===== src/rtl/mac_pkg.sv =====
package mac_pkg;
  typedef enum logic [1:0] {
    SM_SS     = 2'd0,
    SM_SU     = 2'd1,
    SM_UU     = 2'd2,
    SM_SS_ALT = 2'd3
  } sign_mode_e;

  typedef enum logic [1:0] {
    OP_LOAD = 2'd0,
    OP_ADD  = 2'd1,
    OP_SUB  = 2'd2,
    OP_NONE = 2'd3
  } op_e;
endpackage


===== src/rtl/mac_mult.sv =====
module mac_mult
  import mac_pkg::*;
#(
  parameter int OPW = 16
) (
  input  logic [OPW-1:0]   a,
  input  logic [OPW-1:0]   b,
  input  sign_mode_e       mode,
  output logic [2*OPW-1:0] product,
  output logic             product_signed
);
  localparam int XW = OPW + 1;
  localparam int FW = 2 * XW;

  logic           a_is_signed;
  logic           b_is_signed;
  logic signed [XW-1:0] a_x;
  logic signed [XW-1:0] b_x;
  logic signed [FW-1:0] full;

  always_comb begin
    a_is_signed    = (mode != SM_UU);
    b_is_signed    = (mode == SM_SS) || (mode == SM_SS_ALT);
    a_x            = {a_is_signed & a[OPW-1], a};
    b_x            = {b_is_signed & b[OPW-1], b};
    full           = FW'(a_x) * FW'(b_x);
    product        = full[2*OPW-1:0];
    product_signed = a_is_signed;
  end
endmodule


===== src/rtl/mac_addsub.sv =====
module mac_addsub #(
  parameter int W = 36
) (
  input  logic [W-1:0] acc,
  input  logic [W-1:0] operand,
  input  logic         subtract,
  output logic [W-1:0] result,
  output logic         overflow
);
  always_comb begin
    if (subtract) begin
      result   = acc - operand;
      overflow = (acc[W-1] != operand[W-1]) && (result[W-1] != acc[W-1]);
    end else begin
      result   = acc + operand;
      overflow = (acc[W-1] == operand[W-1]) && (result[W-1] != acc[W-1]);
    end
  end
endmodule


===== src/rtl/mac_accbank.sv =====
module mac_accbank #(
  parameter int NACC = 4,
  parameter int ACCW = 36
) (
  input  logic                    clk,
  input  logic                    rst_n,
  input  logic                    upd_en,
  input  logic [$clog2(NACC)-1:0] upd_idx,
  input  logic [ACCW-1:0]         upd_val,
  output logic [ACCW-1:0]         acc_q [NACC]
);
  localparam int IDXW = $clog2(NACC);

  for (genvar g = 0; g < NACC; g++) begin : g_acc
    logic [ACCW-1:0] r;
    always_ff @(posedge clk or negedge rst_n) begin
      if (!rst_n) begin
        r <= '0;
      end else if (upd_en && (upd_idx == IDXW'(g))) begin
        r <= upd_val;
      end
    end
    assign acc_q[g] = r;
  end
endmodule


===== src/rtl/mac_unit.sv =====
module mac_unit
  import mac_pkg::*;
#(
  parameter int OPW  = 16,
  parameter int ACCW = 36,
  parameter int NACC = 4
) (
  input  logic                    clk,
  input  logic                    rst_n,
  input  logic                    in_valid,
  output logic                    in_ready,
  input  logic [OPW-1:0]          op_a,
  input  logic [OPW-1:0]          op_b,
  input  logic [1:0]              sign_mode,
  input  logic [1:0]              op_sel,
  input  logic [$clog2(NACC)-1:0] acc_idx,
  input  logic                    wr_en,
  input  logic [2*OPW-1:0]        wr_data,
  input  logic                    clr_en,
  output logic [2*OPW-1:0]        prod,
  output logic [ACCW-1:0]         acc_out,
  output logic                    ovf
);
  localparam int PW   = 2 * OPW;
  localparam int GW   = ACCW - PW;

  op_e             op;
  logic [PW-1:0]   prod_w;
  logic            prod_is_signed;
  logic [ACCW-1:0] prod_ext;
  logic [ACCW-1:0] wr_ext;
  logic [ACCW-1:0] acc_arr [NACC];
  logic [ACCW-1:0] sel_acc;
  logic [ACCW-1:0] sum_w;
  logic            sum_ovf;
  logic            arith;
  logic            upd_en;
  logic [ACCW-1:0] nxt;
  logic [PW-1:0]   prod_q;
  logic [ACCW-1:0] acc_out_q;
  logic            ovf_q;

  assign in_ready = 1'b1;
  assign op       = op_e'(op_sel);

  mac_mult #(.OPW(OPW)) u_mult (
    .a              (op_a),
    .b              (op_b),
    .mode           (sign_mode_e'(sign_mode)),
    .product        (prod_w),
    .product_signed (prod_is_signed)
  );

  assign prod_ext = {{GW{prod_is_signed & prod_w[PW-1]}}, prod_w};
  assign wr_ext   = {{GW{wr_data[PW-1]}}, wr_data};
  assign sel_acc  = acc_arr[acc_idx];

  mac_addsub #(.W(ACCW)) u_addsub (
    .acc      (sel_acc),
    .operand  (prod_ext),
    .subtract (op == OP_SUB),
    .result   (sum_w),
    .overflow (sum_ovf)
  );

  assign arith = in_valid && ((op == OP_ADD) || (op == OP_SUB));

  always_comb begin
    upd_en = 1'b1;
    if (clr_en) begin
      nxt = '0;
    end else if (wr_en) begin
      nxt = wr_ext;
    end else if (in_valid && (op == OP_LOAD)) begin
      nxt = prod_ext;
    end else if (arith) begin
      nxt = sum_w;
    end else begin
      nxt    = sel_acc;
      upd_en = 1'b0;
    end
  end

  mac_accbank #(.NACC(NACC), .ACCW(ACCW)) u_bank (
    .clk     (clk),
    .rst_n   (rst_n),
    .upd_en  (upd_en),
    .upd_idx (acc_idx),
    .upd_val (nxt),
    .acc_q   (acc_arr)
  );

  always_ff @(posedge clk or negedge rst_n) begin
    if (!rst_n) begin
      prod_q    <= '0;
      acc_out_q <= '0;
      ovf_q     <= 1'b0;
    end else begin
      if (in_valid) prod_q <= prod_w;
      acc_out_q <= nxt;
      if (clr_en) begin
        ovf_q <= 1'b0;
      end else if (arith && !wr_en && sum_ovf) begin
        ovf_q <= 1'b1;
      end
    end
  end

  assign prod    = prod_q;
  assign acc_out = acc_out_q;
  assign ovf     = ovf_q;
endmodule


===== config.mk =====
export PLATFORM = sky130hd
export DESIGN_NAME = mac_unit
export DESIGN_NICKNAME = d
export VERILOG_FILES = /design/src/rtl/mac_pkg.sv /design/src/rtl/mac_mult.sv /design/src/rtl/mac_addsub.sv /design/src/rtl/mac_accbank.sv /design/src/rtl/mac_unit.sv
export SDC_FILE = /design/constraint.sdc
export NUM_CORES = 1
export LEC_CHECK = 0
export CAP_MARGIN = 20
export CORE_MARGIN = 8
export CORE_UTILIZATION = 35
export CTS_CLUSTER_DIAMETER = 40
export DETAILED_ROUTE_END_ITERATION = 7
export RECOVER_POWER = 25
export SLEW_MARGIN = 20
export SYNTH_ARGS = -nofsm -noshare
export SYNTH_HDL_FRONTEND = slang
export SYNTH_SLANG_ARGS = --single-unit

===== constraint.sdc =====
create_clock -name clk -period 7.9 [get_ports clk]
set_input_delay 1.58 -clock clk [delete_from_list [all_inputs] [get_ports clk]]
set_output_delay 1.58 -clock clk [all_outputs]
set_load 0.1 [all_outputs]

==> insert_results.sql <==
INSERT INTO impl_metrics (metric_group, metric, value, unit) VALUES
('yosys', 'synth_seq_area_share', '22.3', '%'),
('yosys', 'syn_avg_cell_area', '9.14', 'um^2'),
('cts', 'cts_tree', 'yes', ''),
('drt', 'post_drt_wl_per_cell', '18.2', 'um'),
('drt', 'detail_route.drc_violations', '0', ''),
('sta', 'post-route-period-util', '120', '%'),
('critical_path', 'worst_path_max_delay_cell', 'fa_1', ''),
('yosys', 'synth_nets', '3127', ''),
('floorplan', 'initial_core_util', '35.4', '%'),
('critical_path', 'critical_path_peak_fanout', '5', ''),
('sta', 'worst_pin_slew', '3.16', 'ns'),
('critical_path', 'slowest_delay', '0.57', 'ns'),
('sta', 'clock-skew-final', '0.0161', 'ns'),
('global_route', 'largest_net_degree_at_the_start_of_global_routing', '141', ''),
('global_route', 'met1_usage', '25.2', '%'),
('global_route', 'grt-ovfl-total', '0', ''),
('critical_path', 'timing_worst_setup_path_type', 'input port to flop', ''),
('sta', 'setup_tns', '-114.07', 'ns'),
('global_route', 'grt_pass1_vias', '21810', ''),
('global_route', 'global_route.usage.total', '18.9', '%'),
('cells_and_area', 'final_layout_size_suffix_gt1_share', '28.9', '%'),
('floorplan', 'top_level_ports', '145', ''),
('cells_and_area', 'final_core_util', '47.6', '%'),
('sta', 'slew-limit-headroom', '-110', '%'),
('critical_path', 'worstSetupStartpointType', 'input port', ''),
('sta', 'rsz0062_at_grt', 'yes', ''),
('yosys', 'synth_register_bits', '213', ''),
('cts', 'worst_skew_pair.late_latency', '0.56', 'ns'),
('sta', 'setup_viol', '111', ''),
('placement', 'numPlacedInstances', '3900', ''),
('cells_and_area', 'mostFrequentLayoutCell', 'buf_4', ''),
('placement', 'io_buffer_count', '143', ''),
('cts', 'clock_tree.root_cell', 'clkbuf_16', ''),
('cts', 'cts_bufs_inserted', '28', ''),
('drt', 'detail-route-antenna-nets', '0', ''),
('sta', 'time_the_worst_path_needs_with_i_o_delays_and_setup', '9.45', 'ns'),
('critical_path', 'critical_path.endpoint_type', 'flop', ''),
('yosys', 'synth_cells', '2613', ''),
('critical_path', 'timing.critical_path.mode_cell', 'fa_1', ''),
('floorplan', 'die_h', '277', 'um'),
('floorplan', 'std_cell_rows', '95', ''),
('critical_path', 'arrival', '9.90', 'ns'),
('critical_path', 'crit_family', 'adder cells', ''),
('floorplan', 'die_area', '76800', 'um^2'),
('cells_and_area', 'antenna-diode-count', '0', ''),
('run_status', 'run_status', 'finished with violations', ''),
('yosys', 'ys.flop_type', 'dfrtp_1', ''),
('global_route', 'wire_length_of_the_first_global_routing_pass', '119000', 'um'),
('cts', 'worst_setup_hold_path_clk_slew', '0.06', 'ns'),
('global_route', 'grt_util_met3', '2.97', '%'),
('placement', 'gp_congestion', '0.916', ''),
('global_route', 'grt.busiest_layer', 'met2', ''),
('cts', 'cts_htree_levels', '1', ''),
('drt', 'num_vias', '20173', ''),
('sta', 'timing.final.hold_violations', '0', ''),
('cells_and_area', 'final_net_count', '3640', ''),
('floorplan', 'die_width', '277', 'um'),
('yosys', 'synth-edff-count', '0', ''),
('critical_path', 'critical_path.n_buffers_inverters', '12', ''),
('cts', 'tritoncts_num_sinks', '213', ''),
('drt', 'vias_per_cell', '5.02', ''),
('drt', 'drtIter0Drc', '1126', ''),
('global_route', 'grt_antenna_before_repair', '0', ''),
('sta', 'postLayoutSetupSlackWorst', '-1.55', 'ns'),
('flow_run', 'timing.max_cap.violations', '2', ''),
('cells_and_area', 'most-common-layout-cells', '408 x buf_4, 396 x inv_1, 328 x nand2_1, 273 x fa_1, 213 x dfrtp_1', ''),
('cts', 'cts.path.max_buffers', '3', ''),
('cells_and_area', 'nFillCells', '6248', ''),
('placement', 'detailedPlacementHpwl', '57600', 'um'),
('yosys', 'yosysWarnings', '0', ''),
('cells_and_area', 'finalNonFillerCells', '4021', ''),
('yosys', 'asyncSetResetFlopFracSynth', '100', '%'),
('drt', 'wl_final', '73200', 'um'),
('sta', 'fmaxAchievable', '0.106', 'GHz'),
('floorplan', 'core-area', '67400', 'um^2'),
('yosys', 'syn_area', '23900', 'um^2'),
('sta', 'worst_hold_slack_across_all_endpoints', '0.474', 'ns'),
('sta', 'pins_over_their_slew_limit', '143', ''),
('run_status', 'violations', 'max-capacitance violations, max-slew violations, negative setup slack', ''),
('drt', 'detail_route.first_pass.iterations', '7', ''),
('critical_path', 'worst_ep_required_time', '8.35', 'ns'),
('hold_path', 'holdCritPathClass', 'flop to flop', ''),
('cells_and_area', 'syn_to_final_growth', '34.4', '%'),
('yosys', 'synth.distinct_cells', '92', ''),
('global_route', 'globalRouteMet2Util', '31.8', '%');
[final timing paths]
path	from	to	slack (ns)	cells after the start
setup / recovery	sign_mode[0]	u_bank.g_acc[0].r[35]	-1.55	43
hold / removal	u_bank.g_acc[3].r[16]	u_bank.g_acc[3].r[16]	0.47	2
setup reg to reg	u_bank.g_acc[2].r[1]	u_bank.g_acc[0].r[35]	3.56	14
hold reg to reg	u_bank.g_acc[3].r[16]	u_bank.g_acc[3].r[16]	0.47	2
max in group asynchronous	rst_n	prod[6]	1.74	3
min in group asynchronous	rst_n	acc_out[28]	2.06	1
[metal layers]
| metal | wire length [um] | part of all wire (%) | vias up |
|---|---|---|---|
| li1 | - | - | 9487 |
| met5 | 0 | 0 | - |
| met1 | 32400 | 44 | 10089 |
| met4 | 1690 | 2.3 | 0 |
| met3 | 4150 | 5.7 | 96 |
| met2 | 35000 | 48 | 501 |
[worst register-to-register path, cell delays in order (launching register included)]
cell	delay [ns]
dfrtp_1	0.39
mux4_2	0.53
ha_1	0.35
a211oi_1	0.42
o211ai_1	0.31
a21oi_4	0.27
o31ai_4	0.12
a211oi_4	0.30
nor2_1	0.08
a31o_1	0.27
a2111o_1	0.47
a211oi_2	0.26
or3_4	0.19
a21oi_4	0.07
o31ai_2	0.23
[flip-flops by register name, indices dropped and copies added, names as in the netlist]
register and flops:
acc_out 36, ovf 1, prod 32, u_bank.g_acc.r 144
[metrics by stage]
step | area [um^2] | worst slack (ns)
floorplan | 24200 | -1.50
global placement | 29000 | -2.56
detailed placement | 29000 | -2.54
CTS | 31300 | -1.41
global route | 32100 | -1.92
finish | 32100 | -1.55
[synth_stat cells, types with 16 or more instances]
cell | n | area [um^2]
a21oi_1 | 109 | 546
o211ai_1 | 20 | 150
xnor2_1 | 61 | 534
nand2_1 | 355 | 1330
and2_1 | 139 | 870
a21o_1 | 30 | 225
mux2_2 | 34 | 383
a211oi_1 | 27 | 203
mux4_2 | 35 | 788
nor3_1 | 26 | 130
o21ai_0 | 174 | 871
o21bai_1 | 20 | 150
fa_1 | 284 | 5690
o21ai_1 | 19 | 95.1
dfrtp_1 | 213 | 5330
inv_1 | 420 | 1580
clkbuf_1 | 103 | 387
nand2b_1 | 20 | 125
nor2_1 | 105 | 394
nand3_1 | 16 | 80.1
ha_1 | 155 | 1940
[final cells by class]
class	count	area (um^2)	area share, %
Clock buffer	33	771	2.40
Clock inverter	19	216	0.674
Inverter	421	1590	4.96
Multi-Input combinational cell	1842	17800	55.6
Sequential cell	213	5330	16.6
Tap cell	873	1090	3.40
Timing Repair Buffer	620	5250	16.4
[cell families (layout without fill, tap and decap cells)]
kind of cell / Yosys count / count (layout) / share of synthesized area, %
AO/OA/AOI/OAI: 533 / 533 / 14.4
buffers and inverters: 558 / 1093 / 9.34
adder cells (fa/ha/maj): 439 / 439 / 31.9
XOR/XNOR: 76 / 76 / 2.79
multiplexers: 75 / 75 / 5.22
flip-flops: 213 / 213 / 22.3
AND/OR/NAND/NOR: 718 / 718 / 13.9
other: 1 / 1 / 0.0157
[timing repair]
item / CTS / global route
hold buffers: 0 / 0
buffers inserted: 53 / 36
resized for setup: 300 / 179
setup endpoints to repair: 121 / 131
pin swaps: 206 / 119
Power is left out: the tool's default activity adds up to more than one toggle a clock period on the data nets, which glitch-free logic cannot reach.
